<file path="src/rtl/scan_seq_pkg.sv">
package scan_seq_pkg;
  typedef enum logic [2:0] {
    ST_IDLE      = 3'd0,
    ST_SHIFT_IN  = 3'd1,
    ST_CAPTURE   = 3'd2,
    ST_SHIFT_OUT = 3'd3,
    ST_DONE      = 3'd4
  } seq_state_e;
endpackage

</file>
<file path="src/rtl/scan_seq_cell.sv">
// One chain element: a select between functional and serial data, a load enable, one flop.
module scan_seq_cell (
  input  logic clk,
  input  logic rst,
  input  logic load_en,
  input  logic scan_sel,
  input  logic func_bit,
  input  logic scan_bit,
  output logic q
);
  logic nxt;

  always_comb nxt = scan_sel ? scan_bit : func_bit;

  always_ff @(posedge clk) begin
    if (rst)          q <= 1'b0;
    else if (load_en) q <= nxt;
  end
endmodule

</file>
<file path="src/rtl/scan_seq_ctrl.sv">
// Phase controller: idle -> shift-in (N) -> capture (1) -> shift-out (N) -> done.
module scan_seq_ctrl
  import scan_seq_pkg::*;
#(
  parameter int N = 8
) (
  input  logic       clk,
  input  logic       rst,
  input  logic       test_mode,
  input  logic       start,
  input  logic       overlap_en,
  output seq_state_e state,
  output logic       shift_en,
  output logic       capture_en,
  output logic       done
);
  localparam int CW = (N > 1) ? $clog2(N) : 1;
  localparam logic [CW-1:0] LAST = CW'(N - 1);

  seq_state_e      state_n;
  logic [CW-1:0]   cnt, cnt_n;

  always_comb begin
    state_n = state;
    cnt_n   = cnt;
    unique case (state)
      ST_IDLE: if (start) begin
        state_n = ST_SHIFT_IN;
        cnt_n   = '0;
      end
      ST_SHIFT_IN: begin
        if (cnt == LAST) begin
          state_n = ST_CAPTURE;
          cnt_n   = '0;
        end else cnt_n = cnt + 1'b1;
      end
      ST_CAPTURE: begin
        state_n = ST_SHIFT_OUT;
        cnt_n   = '0;
      end
      ST_SHIFT_OUT: begin
        if (cnt == LAST) begin
          state_n = overlap_en ? ST_CAPTURE : ST_DONE;
          cnt_n   = '0;
        end else cnt_n = cnt + 1'b1;
      end
      ST_DONE: state_n = ST_IDLE;
      default: state_n = ST_IDLE;
    endcase
  end

  always_ff @(posedge clk) begin
    if (rst || !test_mode) begin
      state <= ST_IDLE;
      cnt   <= '0;
    end else begin
      state <= state_n;
      cnt   <= cnt_n;
    end
  end

  always_comb begin
    shift_en   = test_mode && (state == ST_SHIFT_IN || state == ST_SHIFT_OUT);
    capture_en = test_mode && (state == ST_CAPTURE);
    done       = (state == ST_DONE);
  end
endmodule

</file>
<file path="src/rtl/scan_seq_top.sv">
module scan_seq_top
  import scan_seq_pkg::*;
#(
  parameter int N = 8
) (
  input  logic         clk,
  input  logic         rst,
  input  logic         test_mode,
  input  logic         start,
  input  logic         overlap_en,
  input  logic         scan_in,
  input  logic [N-1:0] func_d,
  output logic         scan_out,
  output logic [N-1:0] func_q,
  output logic         done
);
  seq_state_e   state_q;
  logic         shift_en, capture_en;
  logic         load_en, scan_sel;
  logic [N-1:0] chain_q, serial_w;

  scan_seq_ctrl #(.N(N)) u_ctrl (
    .clk        (clk),
    .rst        (rst),
    .test_mode  (test_mode),
    .start      (start),
    .overlap_en (overlap_en),
    .state      (state_q),
    .shift_en   (shift_en),
    .capture_en (capture_en),
    .done       (done)
  );

  // Functional mode loads every cycle; test mode loads only on shift or capture.
  always_comb begin
    scan_sel = shift_en;
    load_en  = !test_mode || shift_en || capture_en;
  end

  for (genvar i = 0; i < N; i++) begin : g_elem
    if (i == 0) begin : g_head
      assign serial_w[i] = scan_in;
    end else begin : g_link
      assign serial_w[i] = chain_q[i-1];
    end
    scan_seq_cell u_cell (
      .clk      (clk),
      .rst      (rst),
      .load_en  (load_en),
      .scan_sel (scan_sel),
      .func_bit (func_d[i]),
      .scan_bit (serial_w[i]),
      .q        (chain_q[i])
    );
  end

  assign func_q   = chain_q;
  assign scan_out = chain_q[N-1];
endmodule

</file>
<file path="config.mk">
export PLATFORM = sky130hd
export DESIGN_NAME = scan_seq_top
export DESIGN_NICKNAME = d
export VERILOG_FILES = /design/src/rtl/scan_seq_pkg.sv /design/src/rtl/scan_seq_cell.sv /design/src/rtl/scan_seq_ctrl.sv /design/src/rtl/scan_seq_top.sv
export SDC_FILE = /design/constraint.sdc
export NUM_CORES = 1
export LEC_CHECK = 0
export BUFFER_PORTS_ARGS = -buffer_cell sky130_fd_sc_hd__buf_4
export CORE_UTILIZATION = 30
export DETAILED_ROUTE_END_ITERATION = 6
export GPL_ROUTABILITY_DRIVEN = 0
export HOLD_SLACK_MARGIN = 0.03
export PLACE_DENSITY = 0.5
export SLEW_MARGIN = 20
export SYNTH_ARGS = -nofsm -noshare
export SYNTH_HDL_FRONTEND = slang
export SYNTH_SLANG_ARGS = --single-unit
</file>
<file path="constraint.sdc">
create_clock -name clk -period 1.5 [get_ports clk]
set_clock_uncertainty 0.2 [all_clocks]
set_input_delay 0.15 -clock clk [delete_from_list [all_inputs] [get_ports clk]]
set_output_delay 0.15 -clock clk [all_outputs]
set_load 0.02 [all_outputs]
</file>
# Yosys cells after proc, flatten, opt, wreduce, memory -nomap -nowiden
# Cells that the tools add are included.
[word_totals]
in_bits = 14
regBits = 14
output_inout_bits = 10
[op_classes]
eq_ne = 8
n_reduce_logical = 12
muxes = 16
addsub = 1
[ops]
columns = ["operator", "count"]
rows = [
  ["2-to-1 mux 3 bit", 6],
  ["case mux 3 bit (4 select lines)", 1],
  ["case mux 3 bit (3 select lines)", 1],
  ["2-to-1 mux 1 bit", 8],
  ["equality test 3 x 2 -> 1 bit, second input constant", 2],
  ["equality test 3 bit, second input constant", 2],
  ["logical OR 1 bit", 4],
  ["inequality test 2 x 1 -> 1 bit, second input constant", 2],
  ["adder 3 x 1 -> 3 bit, second input constant", 1],
  ["equality test 3 x 1 -> 1 bit, second input constant", 1],
  ["logical NOT 3 bit", 1],
  ["AND reduction 3 bit", 1],
  ["nonzero test 3 bit", 1],
  ["logical AND 1 bit", 2],
  ["inequality test 2 bit, second input constant", 1],
  ["AND reduction 2 bit", 1],
  ["OR reduction 2 bit", 1],
  ["logical NOT 1 bit", 1],
]

# Depth between registers and ports, before layout
[depth]
depth_word = 5
depth_mapped = 5
depth_no_buf = 5

# Cells and area by module
# Synthesis repeated with hierarchy kept, for this count alone.
[hier_totals]
hier_cells = 68
area_unflattened_um2 = 720.7
[modules_own_cells]
columns = ["module", "cells_per_inst", "n_inst", "area_per_inst_um2"]
rows = [
  ["scan_seq_cell", 4, 8, 46.3],
  ["scan_seq_ctrl", 34, 1, 334.1],
  ["scan_seq_top", 2, 1, 16.3],
]

# Worst setup path before layout
# No wires, ideal clock.
[synth_path]
path_kind = "register -> register"
start = "register u_ctrl.state[1]"
end = "register g_elem[3].u_cell.q"
setup_slack_ps = 101
arrival_time_ps = 1066
synth_period_minus_slack_ps = 1399
path_stages_with_launch = 5
cell_sequence = "dfxtp_1 -> or3b_1 -> buf_6 -> a21oi_2 -> a2111oi_2"
[synth_via]
elab_chain_cells = 5
[synth_rtl]
columns = ["element", "line", "text"]
rows = [
  ["start, declared", "scan_seq_ctrl.sv:12", "output seq_state_e state,"],
  ["start signal, assigned", "scan_seq_ctrl.sv:57", "state <= state_n;"],
  ["equality test 3 x 1 -> 1 bit or equality test 3 x 2 -> 1 bit (tied branches)", "scan_seq_ctrl.sv:63", "shift_en = test_mode && (state == ST_SHIFT_IN || state == ST_SHIFT_OUT);"],
  ["logical OR 1 bit", "scan_seq_ctrl.sv:63", ""],
  ["logical AND 1 bit", "scan_seq_ctrl.sv:63", ""],
  ["logical OR 1 bit (2 in series)", "scan_seq_top.sv:37", "load_en = !test_mode || shift_en || capture_en;"],
  ["end signal, assigned", "scan_seq_cell.sv:17", "else if (load_en) q <= nxt;"],
  ["end, declared", "scan_seq_cell.sv:9", "output logic q"],
]
# Several ways; a longest one is shown, not always the timed one.
# A chain may end at the register's enable or synchronous reset.

# Worst setup path after layout
[layout_path]
start = "input port rst"
end = "register u_ctrl.state[2]"
[layout_via]
elab_chain_cells = 1
[layout_rtl]
columns = ["element", "line", "text"]
rows = [
  ["start, declared", "scan_seq_top.sv:7", "input logic rst,"],
  ["logical OR 1 bit", "scan_seq_ctrl.sv:53", "if (rst || !test_mode) begin"],
]
# Every way passes these cells.

==> out/results.md <==
| Metric | Reported | Unit |
|:---|:---|:---|
| Result of the run | complete, but fails checks | - |
| Violated checks | design-rule violations | - |
| Number of antenna violations at the first check in global routing | 0 | - |
| Clock insertion delay at the later pin of the skew report | 0.28 | ns |
| Min-Delay Startpoint | test_mode | - |
| Via count normalized by instance count | 4.94 | - |
| Number of flip-flops and latches in the synthesized netlist | 14 | - |
| Total detailed-routing wirelength | 1790 | µm |
| Crit path max fanout | 4 | - |
| Number of design rule violations left after detail routing | 1 | - |
| Detailed-route wire length per cell | 12.3 | µm |
| Fin nets | 133 | - |
| Placed wire-length estimate | 1190 | µm |
| Ratio of cells with drive above 1 in the final layout | 0.388 | - |
| Number of buffers inserted during clock tree synthesis | 3 | - |
| Remaining antenna violation count after routing | 0 | - |
| Critical path launch point | rst | - |
| Unrepaired setup endpoints after global routing | true | - |
| Overflow left after global routing | 0 | - |
| Avg Cell Area, Syn | 9.02 | µm² |
| Post-synthesis async set-or-reset flop share | 0 | - |
| First-iteration detailed-routing DRC count | 13 | - |
| Clock tree from TritonCTS | built | - |
| Number of enable flip-flop cells after synthesis | 0 | - |
| Wire length of the first global-routing pass | 2750 | µm |
| Minimum setup slack in the final design | 0.0295 | ns |
| Capture point of the worst path | u_ctrl.state[2] | - |
| Netlist Area Pre-Place | 776 | µm² |
| Portion of the post-synthesis area used by sequential elements | 0.361 | - |
| Most used DFF post-synth | sky130_fd_sc_hd__dfxtp_1 | - |
| Cell count of the worst reg-to-reg path | 4 | - |
| Pre-antenna DRT Iters | 6 | - |
| Most frequent standard cell in the layout excluding fill and tap cells | sky130_fd_sc_hd__buf_4 | - |
| Number of synthesis warnings | 0 | - |
| Leakage | 0.448 | nW |
| Number of I/O pins | 24 | - |
| Width of the die | 52.9 | µm |
| Count of clock tree sinks | 14 | - |
| Vias after detailed routing | 721 | - |
| R2r startpoint | u_ctrl.cnt[0] | - |
| Peak VDD IR | 0.333 | mV |
| Hold-fix buffers, CTS | 13 | - |
| Final setup viols | 0 | - |
| Worst hold path stage count | 3 | - |
| Hold Fails Final Rpt | 0 | - |
| Core ar. | 2450 | µm² |
| Post-Layout Cell Count | 146 | - |
| Cell count after synthesis | 86 | - |
| Min-delay worst type | in2reg | - |
| Die area | 2790 | µm² |
| Global Route Usage Sum | 0.141 | - |
| Startpoint types | input port | - |
| Highest attainable clock frequency | 0.680 | GHz |
| Number of inserted diodes | 0 | - |
| Number of standard-cell rows in the floorplan | 18 | - |
| Max H-tree Level | 1 | - |
| Master cell of the clock root buffer | sky130_fd_sc_hd__clkbuf_4 | - |
| Number of port buffers | 23 | - |
| Period utilization | 0.980 | - |
| Slack of the worst reg-to-reg path | 0.05 | ns |
| Total Power Consumption | 0.873 | mW |
| Number of global-route vias before repair | 620 | - |
| Die span in y | 52.9 | µm |
| Layout overhead on the synthesized area | 45.2 | % |
| Yosys cell types | 26 | - |
| Bufs on Longest Clock Path | 2 | - |
| Worst hold slack across all endpoints | 0.0299 | ns |
| Post-place setup slack | 0.0324 | ns |
| Pin slew with the least headroom to its limit | 0.371 | ns |
| Total power divided by cell area | 775 | nW/µm² |
| Crit path arrival time | 1.47 | ns |
| Slew HR | 0.752 | - |
| Net count after synthesis | 102 | - |
| Starting density of the core | 0.316 | - |
| Final critical-path required period | 1.47 | ns |
| Critical path type | in2reg | - |
| Clock transition at the register clock pins on the worst setup and hold paths after CTS | 0.09 | ns |
| Number of filler instances in the final layout | 242 | - |
| Commonest cells after routing, fill and taps aside | 23 x sky130_fd_sc_hd__buf_4, 13 x sky130_fd_sc_hd__nor3b_1, 13 x sky130_fd_sc_hd__dlygate4sd3_1, 10 x sky130_fd_sc_hd__a21oi_1, 10 x sky130_fd_sc_hd__dfxtp_1 | - |
| Maximum capacitance violations | 0 | - |
| CP required | 1.49 | ns |
| Reg-to-reg critical path endpoint | u_ctrl.cnt[0] | - |
| Type of element capturing the critical path | register | - |
| Number of max-slew violations in the final report | 0 | - |
| Pin count of the biggest net entering global routing | 24 | - |
| Cell count after placement | 129 | - |
## area by class of cell
type	instances	area (µm²)	area share
multi-input cells	58	419	0.372
well taps	30	37.5	0.0333
clock buffers	4	36.3	0.0322
repair buffers	40	348	0.309
flip-flops and latches	14	285	0.253
## power by group
group	leakage (nW)	switching (mW)	internal [mW]	total, mW
clock network	0.0210	0.129	0.148	0.276
logic	0.310	0.0855	0.105	0.190
registers	0.117	0.0149	0.392	0.407
total	0.448	0.229	0.644	0.873
## timing repair
action	CTS	global route
hold endpoints to repair	14	2
endpoints found under the setup margin	1	13
pin swaps	0	1
gates resized for setup	1	13
buffers inserted	0	0
## Yosys cell counts (2+ instances only)
| master | instances | area [µm²] |
|---|---|---|
| sky130_fd_sc_hd__nor2b_1 | 3 | 18.8 |
| sky130_fd_sc_hd__o21ai_0 | 3 | 15.0 |
| sky130_fd_sc_hd__buf_6 | 2 | 22.5 |
| sky130_fd_sc_hd__nand2b_1 | 2 | 12.5 |
| sky130_fd_sc_hd__a21oi_1 | 10 | 50.1 |
| sky130_fd_sc_hd__clkbuf_1 | 2 | 7.51 |
| sky130_fd_sc_hd__nand2_1 | 3 | 11.3 |
| sky130_fd_sc_hd__nor2_1 | 3 | 11.3 |
| sky130_fd_sc_hd__dfxtp_1 | 14 | 280 |
| sky130_fd_sc_hd__nor4_1 | 7 | 43.8 |
| sky130_fd_sc_hd__ha_1 | 2 | 25.0 |
| sky130_fd_sc_hd__nor3b_1 | 14 | 105 |
| sky130_fd_sc_hd__buf_4 | 8 | 60.1 |
## layer usage
metal	GRT usage	share of wire
met1	0.183	0.48
met2	0.209	0.45
met3	0.0345	0.059
met4	0.0789	0.011
met5	0	0
## kinds of logic (layout without fill, tap and decap cells)
kind of cell	Yosys count	count (layout)	synth area share
and+or+nand+nor	38	38	0.332
AOI/OAI and AO/OA	18	18	0.145
DFF	14	14	0.361
buffers and inverters	14	44	0.129
adders and majority gates	2	2	0.0323
## through the flow
stage | util | TNS [ns] | area [µm²]
floorplan | - | 0 | 776
global placement | 0.373 | 0 | 916
detailed placement | 0.373 | 0 | 916
CTS | 0.443 | 0 | 1090
global route | 0.459 | -0.0297 | 1130
finish | 0.459 | 0 | 1130
## worst min path at each step
stage / to / slack, ns
4_1_cts: u_ctrl.cnt[2] / 0.01
5_1_grt: u_ctrl.cnt[0] / 0.02
6_report: u_ctrl.cnt[0] / 0.03
3_3_place_gp: u_ctrl.state[2] / 0.13
2_1_floorplan: u_ctrl.state[2] / 0.02
3_5_place_dp: u_ctrl.state[2] / 0.13
## sequential cells by signal, summed over array words and instances, names as in the netlist
| name | cells |
|---|---|
| u_ctrl.state | 3 |
| g_elem.u_cell.q | 8 |
| u_ctrl.cnt | 3 |
## worst max-delay path, cell delays in order
cell                            delay, ns
sky130_fd_sc_hd__buf_4               0.11
sky130_fd_sc_hd__dlygate4sd3_1       0.56
sky130_fd_sc_hd__nand2b_4            0.16
sky130_fd_sc_hd__or2_4               0.25
sky130_fd_sc_hd__nor4b_2             0.24
Note: power is estimated with default switching activity, not from simulation.
